$ cat src/rtl/cid_ctrl_pkg.sv
package cid_ctrl_pkg;
   typedef enum logic [1:0] {
      CM_TONE  = 2'd0,
      CM_FSK   = 2'd1,
      CM_SLEEP = 2'd2
   } cid_mode_e;
endpackage

$ cat src/rtl/cid_mode_decode.sv
module cid_mode_decode
   import cid_ctrl_pkg::*;
(
   input  logic      pwr_save_i,
   input  logic      sel_fsk_i,
   output cid_mode_e mode_o,
   output logic      fsk_en_o,
   output logic      tone_en_o,
   output logic      clk_en_o
);
   always_comb begin
      if (pwr_save_i)     mode_o = CM_SLEEP;
      else if (sel_fsk_i) mode_o = CM_FSK;
      else                mode_o = CM_TONE;
   end

   assign fsk_en_o  = (mode_o == CM_FSK);
   assign tone_en_o = (mode_o == CM_TONE);
   assign clk_en_o  = (mode_o != CM_SLEEP);
endmodule

$ cat src/rtl/cid_ring_sync.sv
module cid_ring_sync #(
   parameter int STAGES = 2
) (
   input  logic clk,
   input  logic rst_n,
   input  logic d_i,
   output logic q_o
);
   logic [STAGES-1:0] chain_q;

   generate
      if (STAGES < 2) begin : g_bad_depth
         $error("cid_ring_sync: STAGES must be at least 2");
      end
   endgenerate

   always_ff @(posedge clk or negedge rst_n) begin
      if (!rst_n) chain_q <= '0;
      else        chain_q <= {chain_q[STAGES-2:0], d_i};
   end

   assign q_o = chain_q[STAGES-1];
endmodule

$ cat src/rtl/cid_tone_end_latch.sv
module cid_tone_end_latch (
   input  logic clk,
   input  logic rst_n,
   input  logic tone_mode_i,
   input  logic tone_ok_i,
   output logic hold_o
);
   logic tone_q;
   logic mode_q;
   logic hold_q;

   always_ff @(posedge clk or negedge rst_n) begin
      if (!rst_n) begin
         tone_q <= 1'b0;
         mode_q <= 1'b0;
         hold_q <= 1'b0;
      end else begin
         tone_q <= tone_ok_i;
         mode_q <= tone_mode_i;
         if (!tone_mode_i)
            hold_q <= 1'b0;
         else if (mode_q && tone_q && !tone_ok_i)
            hold_q <= 1'b1;
      end
   end

   assign hold_o = hold_q;
endmodule

$ cat src/rtl/cid_mode_ctrl.sv
module cid_mode_ctrl
   import cid_ctrl_pkg::*;
#(
   parameter int SYNC_STAGES = 2
) (
   input  logic clk,
   input  logic rst_n,
   input  logic pwr_save_i,
   input  logic sel_fsk_i,
   input  logic ring_async_i,
   input  logic tone_ok_i,
   input  logic lvl_ok_i,
   input  logic retime_irq_i,
   output logic det_o,
   output logic irq_n_o,
   output logic fsk_en_o,
   output logic tone_en_o,
   output logic clk_en_o
);
   cid_mode_e mode;
   logic      ring_s;
   logic      tone_hold;

   cid_mode_decode u_dec (
      .pwr_save_i (pwr_save_i),
      .sel_fsk_i  (sel_fsk_i),
      .mode_o     (mode),
      .fsk_en_o   (fsk_en_o),
      .tone_en_o  (tone_en_o),
      .clk_en_o   (clk_en_o)
   );

   cid_ring_sync #(.STAGES(SYNC_STAGES)) u_sync (
      .clk   (clk),
      .rst_n (rst_n),
      .d_i   (ring_async_i),
      .q_o   (ring_s)
   );

   cid_tone_end_latch u_latch (
      .clk         (clk),
      .rst_n       (rst_n),
      .tone_mode_i (tone_en_o),
      .tone_ok_i   (tone_ok_i),
      .hold_o      (tone_hold)
   );

   always_comb begin
      unique case (mode)
         CM_TONE: begin
            det_o   = tone_ok_i;
            irq_n_o = ~(tone_hold | ring_s);
         end
         CM_FSK: begin
            det_o   = lvl_ok_i;
            irq_n_o = ~(retime_irq_i | ring_s);
         end
         default: begin
            det_o   = ring_async_i;
            irq_n_o = ~ring_async_i;
         end
      endcase
   end
endmodule

$ cat config.mk
export PLATFORM = sky130hd
export DESIGN_NAME = cid_mode_ctrl
export DESIGN_NICKNAME = d
export VERILOG_FILES = /design/src/rtl/cid_ctrl_pkg.sv /design/src/rtl/cid_mode_decode.sv /design/src/rtl/cid_ring_sync.sv /design/src/rtl/cid_tone_end_latch.sv /design/src/rtl/cid_mode_ctrl.sv
export SDC_FILE = /design/constraint.sdc
export NUM_CORES = 1
export LEC_CHECK = 0
export BUFFER_PORTS_ARGS = -buffer_cell sky130_fd_sc_hd__buf_2
export CORE_AREA = 2 2 39 41
export CTS_CLUSTER_SIZE = 40
export DETAILED_ROUTE_END_ITERATION = 6
export DIE_AREA = 0 0 41 43
export PLACE_DENSITY = 0.48
export SYNTH_ARGS = -nofsm -noshare
export SYNTH_HDL_FRONTEND = slang
export SYNTH_HIERARCHICAL = 1
export SYNTH_SLANG_ARGS = --single-unit
$ cat constraint.sdc
create_clock -name clk -period 1 [get_ports clk]
set_input_delay 0 -clock clk [delete_from_list [all_inputs] [get_ports clk]]
set_output_delay 0 -clock clk [all_outputs]
set_load 0.005 [all_outputs]
==> summary.txt <==
Timing
  – RSZ-0062 raised after global routing: true
  – Clock skew: 0.000950 ns
  – Fin worst setup slack: -0.174 ns
  – Tmin final: 1.17 ns
  – Setup_tns: -0.174 ns
  – Final Hold Fails: 0
  – Max_slew headroom: 0.827
  – Pin slew with the least headroom to its limit: 0.258 ns
  – Final Max Slew Viols: 0
  – Fin crit share: 1.17
  – Final Setup Violations: 1
  – Peak Freq: 0.852 GHz

CTS
  – Clock root buffer: clkbuf_4
  – H-tree depth: 1
  – CTS Buf Count: 3
  – Clock sinks: 5
  – Clk buf depth: 2
  – Worst-Skew Late Latency: 0.24 ns
  – TritonCTS clock tree: yes
  – PostCTS Resize Cnt: 0
  – Post-CTS Setup Inserts: 0
  – Clock Pin Slew Worst Setup and Hold Paths: 0.04 ns

Cells and area
  – Area delta synth->final: 62.4%
  – Antenna Cells: 0
  – Nets: 46
  – Fillers: 161
  – Share of cells above drive strength 1: 0.486
  – Final core occ: 0.261

Run
  – Max-capacitance violation count: 0

Hold path
  – Hold_sp: tone_ok_i
  – Hold path endpoint: u_latch/hold_o
  – Cells on Worst Hold Path: 3
  – Hold WC Path Type: in2reg

GRT
  – First-pass GRT wire length: 752 µm
  – Overflow after GRT: 0
  – Global Route Usage Sum: 0.0677
  – Vias in the first global route: 185
  – Initial antenna violation count: 0
  – Largest net degree at the start of global routing: 6

Power and ir drop
  – Worst VDD drop: 0.469 mV
  – Total power: 0.514 mW
  – Comb power frac: 0.143
  – Net Sw Frac: 0.210
  – Switching pwr: 0.108 mW
  – Pint: 0.407 mW
  – Pwr/cell area: 1420 mW/mm²
  – Sequential share of power: 0.418
  – Clock share of power: 0.439
  – Cell leakage power: 0.186 nW

Placed design
  – Final Wtd Congestion: 0.590
  – Port bufs: 12
  – DP HPWL: 383 µm

Yosys
  – Mapped Cells: 18
  – Seq/Total Area, Yosys: 0.562
  – Netlist Area Pre-Place: 223 µm²
  – Net Count, Synth: 26
  – Yosys Warn Count: 6
  – Yosys cell types: 12
  – Seq cells post-synth: 5
  – Mapped Avg Cell Area: 12.4 µm²

Critical path
  – Required time worst endpoint: 1.00 ns
  – Reg-to-reg startpoint: u_latch/tone_q
  – Critical Path AT: 1.17 ns
  – Critical path start-end classification: reg2out
  – CP max-delay cell: dfrtp_1
  – Reg-to-reg endpoint: u_latch/hold_o
  – Critical path's largest stage delay: 0.37 ns
  – Crit end category: primary output
  – Register-to-Register Path Depth: 2
  – Crit start category: flip-flop
  – Worst Path Max Fanout: 2
  – R2R Setup Slk: 0.40 ns
  – Worst path cell trace: mux2_4 > o31ai_2 > buf_2

Status
  – Status: finished, violations left
  – Failing checks: negative setup slack

Floorplan
  – Die height: 43 µm
  – Core box area: 0.00138 mm²
  – Die X: 41 µm
  – Die area: 0.00176 mm²
  – Ports: 13
  – Initial Utilization: 0.161
  – Rows: 14

Detailed routing
  – DR vias/cell: 3.68
  – DR pass1 iterations: 2
  – # DRC: 0
  – 1st-iter DRT viols: 1
  – Routed WL: 473 µm
  – Antenna Nets Post-Route: 0
  – Wire per inst: 8.92 µm
  – Via count: 195
## critical path: cells and delay by family, from the launching register on
| kind | cells | cell delay (ns) |
|---|---|---|
| compound gates | 1 | 0.16 |
| buf+inv | 1 | 0.14 |
| mux | 1 | 0.27 |
| flops | 1 | 0.37 |
## state kept, by name, indices dropped and copies added, names as in the netlist
| name | cells |
|---|---|
| u_latch/tone_q | 1 |
| u_latch/hold_o | 1 |
| u_sync/chain_q | 2 |
| u_latch/mode_q | 1 |
## power by group through the flow
stage,clock (mW),combinational [mW],sequential (mW)
6_report,0.226,0.0738,0.215
2_1_floorplan,0,0.0311,0.217
5_1_grt,0.254,0.0844,0.215
3_3_place_gp,0,0.0624,0.217
3_5_place_dp,0,0.0631,0.218
4_1_cts,0.242,0.0750,0.215
## timing repair
action / CTS / global route
setup endpoints to repair: 1 / 2
hold buffers: 4 / 0
hold endpoints to repair: 8 / 0
## kinds of logic after synthesis
kind of cell    count (synthesis)  synth area share
simple gates                    6             0.146
mux                             2             0.118
buf+inv                         3            0.0842
compound gates                  2            0.0899
flops                           5             0.562
## stage by stage
stage / setup slack (ns) / cell area, µm² / instances / hold WS, ns
finish: -0.174 / 362 / 53 / 0.0482
floorplan: 0.194 / 223 / 18 / -0.296
detailed placement: 0.0152 / 295 / 45 / -0.178
CTS: -0.195 / 362 / 53 / 0.0430
global route: -0.238 / 362 / 53 / 0.0761
global placement: 0.00463 / 295 / 45 / -0.183
## worst max path at each step
| stage | startpoint | endpoint | slack, ns | cells past startpoint |
|---|---|---|---|---|
| after global placement | pwr_save_i | irq_n_o | 0.005 | 5 |
| after detailed placement | pwr_save_i | det_o | 0.02 | 5 |
| after floorplan | u_latch/hold_o | irq_n_o | 0.19 | 2 |
| after CTS | u_latch/hold_o | irq_n_o | -0.20 | 3 |
| after global routing | u_latch/hold_o | irq_n_o | -0.24 | 3 |
| final | u_latch/hold_o | irq_n_o | -0.17 | 3 |
## synth_stat cells (all sizes together)
cell type  n  share of area
o31ai      1          0.056
mux2       2           0.12
buf        2          0.067
nand4b     1          0.039
nor2b      1          0.028
o21a       1          0.034
nor2       1          0.017
inv        1          0.017
dfrtp      5           0.56
nand2      2          0.034
nand2b     1          0.028
## final cells by class
cell class,instances,area [µm²],area share
multi-input cells,10,78.8,0.218
inverters,1,3.75,0.0104
clock buffers,4,26.3,0.0727
well taps,16,20.0,0.0554
repair buffers,17,108,0.298
flip-flops and latches,5,125,0.346
## layer usage
layer,share of wire,vias up,track usage
li1,-,96,-
met1,0.52,86,0.0954
met4,0,0,0.0600
met3,0.13,0,0.0314
met2,0.35,13,0.0719
met5,0,-,0
## placed cells by master (no fill, tap or decap)
| cell | netlist | final |
|---|---|---|
| nor2b_1 | 1 | 1 |
| o21a_1 | 1 | 1 |
| inv_1 | 1 | 1 |
| clkbuf_1 | 0 | 1 |
| nand2_1 | 2 | 2 |
| dfrtp_1 | 5 | 5 |
| nand2b_1 | 1 | 1 |
| mux2_1 | 1 | 1 |
| mux2_4 | 1 | 1 |
| nand4b_1 | 1 | 1 |
| buf_2 | 0 | 12 |
| clkbuf_4 | 0 | 3 |
| nor2_1 | 1 | 1 |
| buf_4 | 2 | 1 |
| o31ai_2 | 1 | 1 |
| dlygate4sd3_1 | 0 | 4 |
(Power assumes the default switching activity.)
